<file path="src/rtl/gpal_pkg.sv">
package gpal_pkg;
   typedef enum logic [2:0] {
      RA_INDEX = 3'd0,
      RA_DATA  = 3'd1,
      RA_MAX_R = 3'd2,
      RA_MAX_G = 3'd3,
      RA_MAX_B = 3'd4
   } gpal_reg_e;

   localparam int BUS_W     = 32;
   localparam int AINC_BIT  = 31;
   localparam int SPLIT_BIT = 30;

   // linear ramp code for entry i of a table of depth entries
   function automatic int unsigned ramp_code(input int unsigned i,
                                             input int unsigned depth,
                                             input int unsigned ch_w);
      return (i * ((32'd1 << ch_w) - 1)) / (depth - 1);
   endfunction
endpackage

</file>
<file path="src/rtl/gpal_index_ctl.sv">
module gpal_index_ctl #(
   parameter int IDX_W              = 6,
   parameter bit IGNORE_IDX_ON_AINC = 1'b0
) (
   input  logic             clk,
   input  logic             rst_n,
   input  logic             load,
   input  logic             load_ainc,
   input  logic             load_split,
   input  logic [IDX_W-1:0] load_idx,
   input  logic             step,
   output logic [IDX_W-1:0] idx,
   output logic             ainc,
   output logic             split
);
   logic [IDX_W-1:0] next_load;

   generate
      if (IGNORE_IDX_ON_AINC) begin : g_keep_on_ainc
         assign next_load = load_ainc ? idx : load_idx;
      end else begin : g_plain_load
         assign next_load = load_idx;
      end
   endgenerate

   always_ff @(posedge clk) begin
      if (!rst_n) begin
         idx   <= '0;
         ainc  <= 1'b0;
         split <= 1'b0;
      end else if (load) begin
         idx   <= next_load;
         ainc  <= load_ainc;
         split <= load_split;
      end else if (step) begin
         idx   <= idx + 1'b1;
      end
   end
endmodule

</file>
<file path="src/rtl/gpal_table.sv">
module gpal_table #(
   parameter int DEPTH = 64,
   parameter int CH_W  = 10
) (
   input  logic                            clk,
   input  logic                            rst_n,
   input  logic                            wr_en,
   input  logic [$clog2(DEPTH)-1:0]        wr_addr,
   input  logic [3*CH_W-1:0]               wr_ent,
   input  logic [$clog2(DEPTH)-1:0]        rd_addr,
   output logic [3*CH_W-1:0]               rd_ent,
   input  logic [3*$clog2(DEPTH)-1:0]      lk_addr,
   output logic [9*CH_W-1:0]               lk_ent
);
   import gpal_pkg::*;
   localparam int IDX_W = $clog2(DEPTH);
   localparam int ENT_W = 3 * CH_W;

   logic [ENT_W-1:0] mem [DEPTH];

   always_ff @(posedge clk) begin
      if (!rst_n) begin
         for (int i = 0; i < DEPTH; i++)
            mem[i] <= {3{CH_W'(ramp_code(i, DEPTH, CH_W))}};
      end else if (wr_en) begin
         mem[wr_addr] <= wr_ent;
      end
   end

   assign rd_ent = mem[rd_addr];

   generate
      for (genvar g = 0; g < 3; g++) begin : g_lk_port
         assign lk_ent[g*ENT_W +: ENT_W] = mem[lk_addr[g*IDX_W +: IDX_W]];
      end
   endgenerate
endmodule

</file>
<file path="src/rtl/gpal_lookup.sv">
module gpal_lookup #(
   parameter int PIX_W = 12,
   parameter int IDX_W = 6,
   parameter int CH_W  = 10,
   parameter int OUT_W = 16
) (
   input  logic               clk,
   input  logic               rst_n,
   input  logic               split,
   input  logic               sel,
   input  logic [3*PIX_W-1:0] pix_in,
   input  logic [9*CH_W-1:0]  lk_ent,
   input  logic [3*OUT_W-1:0] max_flat,
   output logic [3*IDX_W-1:0] lk_addr,
   output logic [3*OUT_W-1:0] pix_out
);
   localparam int ENT_W = 3 * CH_W;
   localparam int PAD_W = OUT_W - CH_W;

   generate
      for (genvar c = 0; c < 3; c++) begin : g_chan
         logic [PIX_W-1:0] v;
         logic [IDX_W-1:0] a;
         logic [CH_W-1:0]  f;

         assign v = pix_in[c*PIX_W +: PIX_W];

         always_comb begin
            if (split) a = {sel, v[PIX_W-1 -: IDX_W-1]};
            else       a = v[PIX_W-1 -: IDX_W];
         end

         assign lk_addr[c*IDX_W +: IDX_W] = a;
         assign f = lk_ent[c*ENT_W + c*CH_W +: CH_W];

         always_ff @(posedge clk) begin
            if (!rst_n)
               pix_out[c*OUT_W +: OUT_W] <= '0;
            else if (&v)
               pix_out[c*OUT_W +: OUT_W] <= max_flat[c*OUT_W +: OUT_W];
            else
               pix_out[c*OUT_W +: OUT_W] <= {f, {PAD_W{1'b0}}};
         end
      end
   endgenerate
endmodule

</file>
<file path="src/rtl/gamma_palette.sv">
module gamma_palette #(
   parameter int DEPTH              = 64,
   parameter int CH_W               = 10,
   parameter int PIX_W              = 12,
   parameter int OUT_W              = 16,
   parameter bit IGNORE_IDX_ON_AINC = 1'b0
) (
   input  logic               clk,
   input  logic               rst_n,
   input  logic               cfg_we,
   input  logic               cfg_re,
   input  logic [2:0]         cfg_addr,
   input  logic [31:0]        cfg_wdata,
   output logic [31:0]        cfg_rdata,
   input  logic [3*PIX_W-1:0] pix_in,
   input  logic               pix_sel,
   output logic [3*OUT_W-1:0] pix_out
);
   import gpal_pkg::*;
   localparam int IDX_W = $clog2(DEPTH);
   localparam int ENT_W = 3 * CH_W;

   generate
      if (DEPTH != (1 << IDX_W) || DEPTH < 4) begin : g_bad_depth
         $error("DEPTH must be a power of two of at least 4");
      end
      if (ENT_W > SPLIT_BIT || OUT_W <= CH_W || OUT_W > 16 + 16) begin : g_bad_width
         $error("channel or output width out of range");
      end
      if (PIX_W < IDX_W) begin : g_bad_pix
         $error("PIX_W must cover the index width");
      end
   endgenerate

   logic [IDX_W-1:0]   idx_q;
   logic               ainc_q, split_q;
   logic [3*OUT_W-1:0] max_q;
   logic [ENT_W-1:0]   rd_ent;
   logic [3*IDX_W-1:0] lk_addr;
   logic [9*CH_W-1:0]  lk_ent;
   logic               data_acc, idx_load, data_wr;

   assign data_acc = (cfg_we || cfg_re) && (cfg_addr == RA_DATA);
   assign data_wr  = cfg_we && (cfg_addr == RA_DATA);
   assign idx_load = cfg_we && (cfg_addr == RA_INDEX);

   gpal_index_ctl #(.IDX_W(IDX_W), .IGNORE_IDX_ON_AINC(IGNORE_IDX_ON_AINC)) u_idx (
      .clk(clk), .rst_n(rst_n),
      .load(idx_load),
      .load_ainc(cfg_wdata[AINC_BIT]),
      .load_split(cfg_wdata[SPLIT_BIT]),
      .load_idx(cfg_wdata[IDX_W-1:0]),
      .step(data_acc && ainc_q),
      .idx(idx_q), .ainc(ainc_q), .split(split_q)
   );

   gpal_table #(.DEPTH(DEPTH), .CH_W(CH_W)) u_tbl (
      .clk(clk), .rst_n(rst_n),
      .wr_en(data_wr), .wr_addr(idx_q), .wr_ent(cfg_wdata[ENT_W-1:0]),
      .rd_addr(idx_q), .rd_ent(rd_ent),
      .lk_addr(lk_addr), .lk_ent(lk_ent)
   );

   gpal_lookup #(.PIX_W(PIX_W), .IDX_W(IDX_W), .CH_W(CH_W), .OUT_W(OUT_W)) u_lk (
      .clk(clk), .rst_n(rst_n),
      .split(split_q), .sel(pix_sel),
      .pix_in(pix_in), .lk_ent(lk_ent), .max_flat(max_q),
      .lk_addr(lk_addr), .pix_out(pix_out)
   );

   // ceiling registers: red top, blue bottom
   always_ff @(posedge clk) begin
      if (!rst_n) begin
         max_q <= {3{{OUT_W{1'b1}}}};
      end else if (cfg_we) begin
         case (cfg_addr)
            RA_MAX_R: max_q[2*OUT_W +: OUT_W] <= cfg_wdata[OUT_W-1:0];
            RA_MAX_G: max_q[1*OUT_W +: OUT_W] <= cfg_wdata[OUT_W-1:0];
            RA_MAX_B: max_q[0 +: OUT_W]       <= cfg_wdata[OUT_W-1:0];
            default: ;
         endcase
      end
   end

   always_comb begin
      cfg_rdata = '0;
      case (cfg_addr)
         RA_INDEX: begin
            cfg_rdata[AINC_BIT]    = ainc_q;
            cfg_rdata[SPLIT_BIT]   = split_q;
            cfg_rdata[IDX_W-1:0]   = idx_q;
         end
         RA_DATA:  cfg_rdata[ENT_W-1:0] = rd_ent;
         RA_MAX_R: cfg_rdata[OUT_W-1:0] = max_q[2*OUT_W +: OUT_W];
         RA_MAX_G: cfg_rdata[OUT_W-1:0] = max_q[1*OUT_W +: OUT_W];
         RA_MAX_B: cfg_rdata[OUT_W-1:0] = max_q[0 +: OUT_W];
         default: ;
      endcase
   end
endmodule

</file>
<file path="config.mk">
export PLATFORM = sky130hd
export DESIGN_NAME = gamma_palette
export DESIGN_NICKNAME = d
export VERILOG_FILES = /design/src/rtl/gpal_pkg.sv /design/src/rtl/gpal_index_ctl.sv /design/src/rtl/gpal_table.sv /design/src/rtl/gpal_lookup.sv /design/src/rtl/gamma_palette.sv
export SDC_FILE = /design/constraint.sdc
export NUM_CORES = 2
export LEC_CHECK = 0
export BUFFER_PORTS_ARGS = -buffer_cell sky130_fd_sc_hd__buf_4
export CAP_MARGIN = 20
export CELL_PAD_IN_SITES_DETAIL_PLACEMENT = 1
export CELL_PAD_IN_SITES_GLOBAL_PLACEMENT = 1
export CORE_AREA = 3 3 540 542
export CTS_CLUSTER_DIAMETER = 100
export DETAILED_ROUTE_END_ITERATION = 16
export DIE_AREA = 0 0 543 545
export GPL_ROUTABILITY_DRIVEN = 1
export PLACE_DENSITY = 0.76
export SYNTH_ARGS = -nofsm -noshare
export SYNTH_HDL_FRONTEND = slang
export SYNTH_SLANG_ARGS = --single-unit
</file>
<file path="constraint.sdc">
create_clock -name clk -period 4.8 [get_ports clk]
set_input_delay 0.72 -clock clk [delete_from_list [all_inputs] [get_ports clk]]
set_output_delay 0.72 -clock clk [all_outputs]
set_load 0.005 [all_outputs]
</file>
==> qor.csv <==
metric,value,unit
cts_buffers,220,
failed_checks,negative setup slack,
synth_cells,8606,
synthFlopType,edfxtp_1,
synth_edf_count,1920,
worst_hold_slack,0.0885,ns
drtPass1Iterations,6,
yosysTopAreaCell,edfxtp_1,
ys_seq_elements,2030,
globalRouteOverflowTotal,0,
maxCapViolCount,0,
setup_violations,4,
ys_warn_count,0,
grt_pass1_wl,742000,microns
max-vdd-ir-drop,293,uV
hold_viol,0,
drive_gt1_share,31.9,%
fin_ws,-0.0772,ns
synth_area_leaders,"edfxtp_1 47%, mux4_2 25%, and2_1 5.0%, or3_1 4.7%, mux2i_1 3.6%",
rsz0062_at_grt,no,
p_per_area,310,nW/um^2
htree_levels,4,
clock_latency,0.92,ns
crit_type,flop to output pin,
gp_congestion,0.990,
clock_skew,0.0633,ns
grt_pass1_vias,92525,
grt_usage,35.5,%
final_antenna_net_count,0,
arrival,4.16,ns
rows,197,
slew_viol_final,0,
r2r_cells,6,
place_ws,0.0540,ns
chipHeight,545,microns
cp_max_fo,22,
synth_seq_area_share,48.6,%
clock-sinks,2030,
initial_core_util,42.9,%
stdcell_area,138000,sq um
wl,536000,microns
p_leak,41.1,nW
coreArea,287000,sq um
area_growth,12.1,%
via_count,93792,
final_nets,8534,
hold_depth,3,
route.detailed.drc,0,
wire_per_inst,43.0,microns
clk_pin_slew,0.07,ns
dp_hpwl,353000,microns
cts_tree,yes,
grt_max_degree,107,
post_dp_cell_area,130000,sq um
netlist_area,123000,sq um
antenna_found_initial,92,
critPathCaptureType,output pin,
min_period,4.88,ns
syn_nets,8683,
crit_path_start_kind,flop,
cts_max_path_buffers,4,
chipWidth,543,microns
port_buffers,155,
synth_top_area_share,46.8,%
outcome,"complete, but fails checks",
fin_total_pwr,0.0428,W
ys_types,69,
hp-class,primary input to flop,
drt_iter0_drc,17928,
async_reset_ff_share,0,%
die_area,296000,sq um
synth_common_cells,"1920 x edfxtp_1, 1383 x mux4_2, 983 x and2_1",
syn_avg_cell_area,14.3,sq um
setup_tns,-0.120,ns
required,4.08,ns
yosysMostFrequentCell,edfxtp_1,
relSlewSlack,12.3,%
tightest_slew,1.30,ns
max_freq,0.205,GHz
finalCritPeriodShare,102,%
root_buffer,clkbuf_16,
via_per_inst,7.53,
pin_count,156,
## flip-flops by register name (all words and copies together) (netlist names), named ones only
register	count
u_idx.split	1
u_idx.idx	6
max_q	48
u_tbl.mem	1920
u_idx.ainc	1
u_lk.pix_out	48
## final timing paths
path	slack, ns	endpoint	start
max	-0.08	cfg_rdata[1]	flop
min	0.09	u_idx.ainc	cfg_wdata[31]
max reg2reg	0.44	u_lk.pix_out[24]	u_idx.split
min reg2reg	0.49	max_q[12]	max_q[12]
## what timing repair did
| item | in CTS | in global routing |
|---|---|---|
| cloned | 0 | 1 |
| buffers inserted | 10 | 0 |
| endpoints found under the setup margin | 24 | 8 |
| hold buffers | 0 | 0 |
| resized for setup | 13 | 9 |
| pin swaps | 1 | 1 |
## cell type report
class | instances | area, sq um
Antenna cell | 38 | 95.1
Clock buffer | 265 | 5920
Clock inverter | 135 | 1460
Fill cell | 27775 | 149000
Inverter | 11 | 45.0
Multi-Input combinational cell | 5516 | 59800
Sequential cell | 2030 | 59900
Tap cell | 3781 | 4730
Timing Repair Buffer | 678 | 6200
## where the power goes
part	leakage, nW	switching [W]	internal (W)
logic	20.1	0.00305	0.00171
clock network	3.62	0.00768	0.0104
registers	17.4	0.000382	0.0197
## cells by family after synthesis
kind of cell | Yosys count | synth area share (%)
XOR/XNOR | 2 | 0.0142
AO/OA/AOI/OAI | 787 | 4.23
adder cells (fa/ha/maj) | 1 | 0.0101
AND/OR/NAND/NOR | 2688 | 12.6
buffers and inverters | 1060 | 3.73
flip-flops | 2030 | 48.6
multiplexers | 2038 | 30.8
## layout by cell type, fill, tap and decap left out, drive strengths merged, types with 10 or more instances in the layout
| cell | netlist | final |
|---|---|---|
| a2111oi | 15 | 15 |
| a211o | 10 | 10 |
| a211oi | 97 | 97 |
| a21oi | 94 | 94 |
| a221oi | 29 | 29 |
| a22oi | 48 | 48 |
| a31oi | 24 | 24 |
| and2 | 983 | 983 |
| and3 | 30 | 30 |
| buf | 387 | 675 |
| bufinv | 0 | 30 |
| clkbuf | 662 | 268 |
| clkinv | 3 | 100 |
| dfxtp | 110 | 110 |
| diode | 0 | 38 |
| edfxtp | 1920 | 1920 |
| mux2 | 216 | 216 |
| mux2i | 439 | 439 |
| mux4 | 1383 | 1383 |
| nand2 | 264 | 264 |
| nand2b | 45 | 45 |
| nand3 | 70 | 70 |
| nand4 | 58 | 58 |
| nor2 | 210 | 210 |
| nor2b | 39 | 39 |
| nor4 | 24 | 24 |
| o2111ai | 20 | 20 |
| o211ai | 78 | 78 |
| o21ai | 180 | 180 |
| o221ai | 17 | 17 |
| o22a | 11 | 11 |
| o22ai | 132 | 132 |
| or2 | 10 | 10 |
| or3 | 920 | 920 |
## metrics by stage
stage               instances  utilization [%]
floorplan                8606                -
global placement        12002             45.4
detailed placement      12003             45.4
CTS                     12413             48.0
global route            12426             48.0
finish                  12454             48.1
## critical path, stage by stage (launching register included)
cell and delay [ns]:
dfxtp_4 0.61, buf_4 0.40, nor2b_1 0.73, a21oi_2 0.41
a31oi_4 0.53, o21ai_0 0.31, buf_4 0.22
## layer usage
layer  share of wire, %  up-vias  track usage, %  wire, microns
met5              0.065        -               0            348
met4                7.1       50            20.6          38100
met3                 16     1883            13.6          86500
met2                 44     8772            52.2         234000
met1                 33    48800            44.6         177000
li1                   -    34287               -              -
No activity file was read; power rests on OpenSTA's default activity.
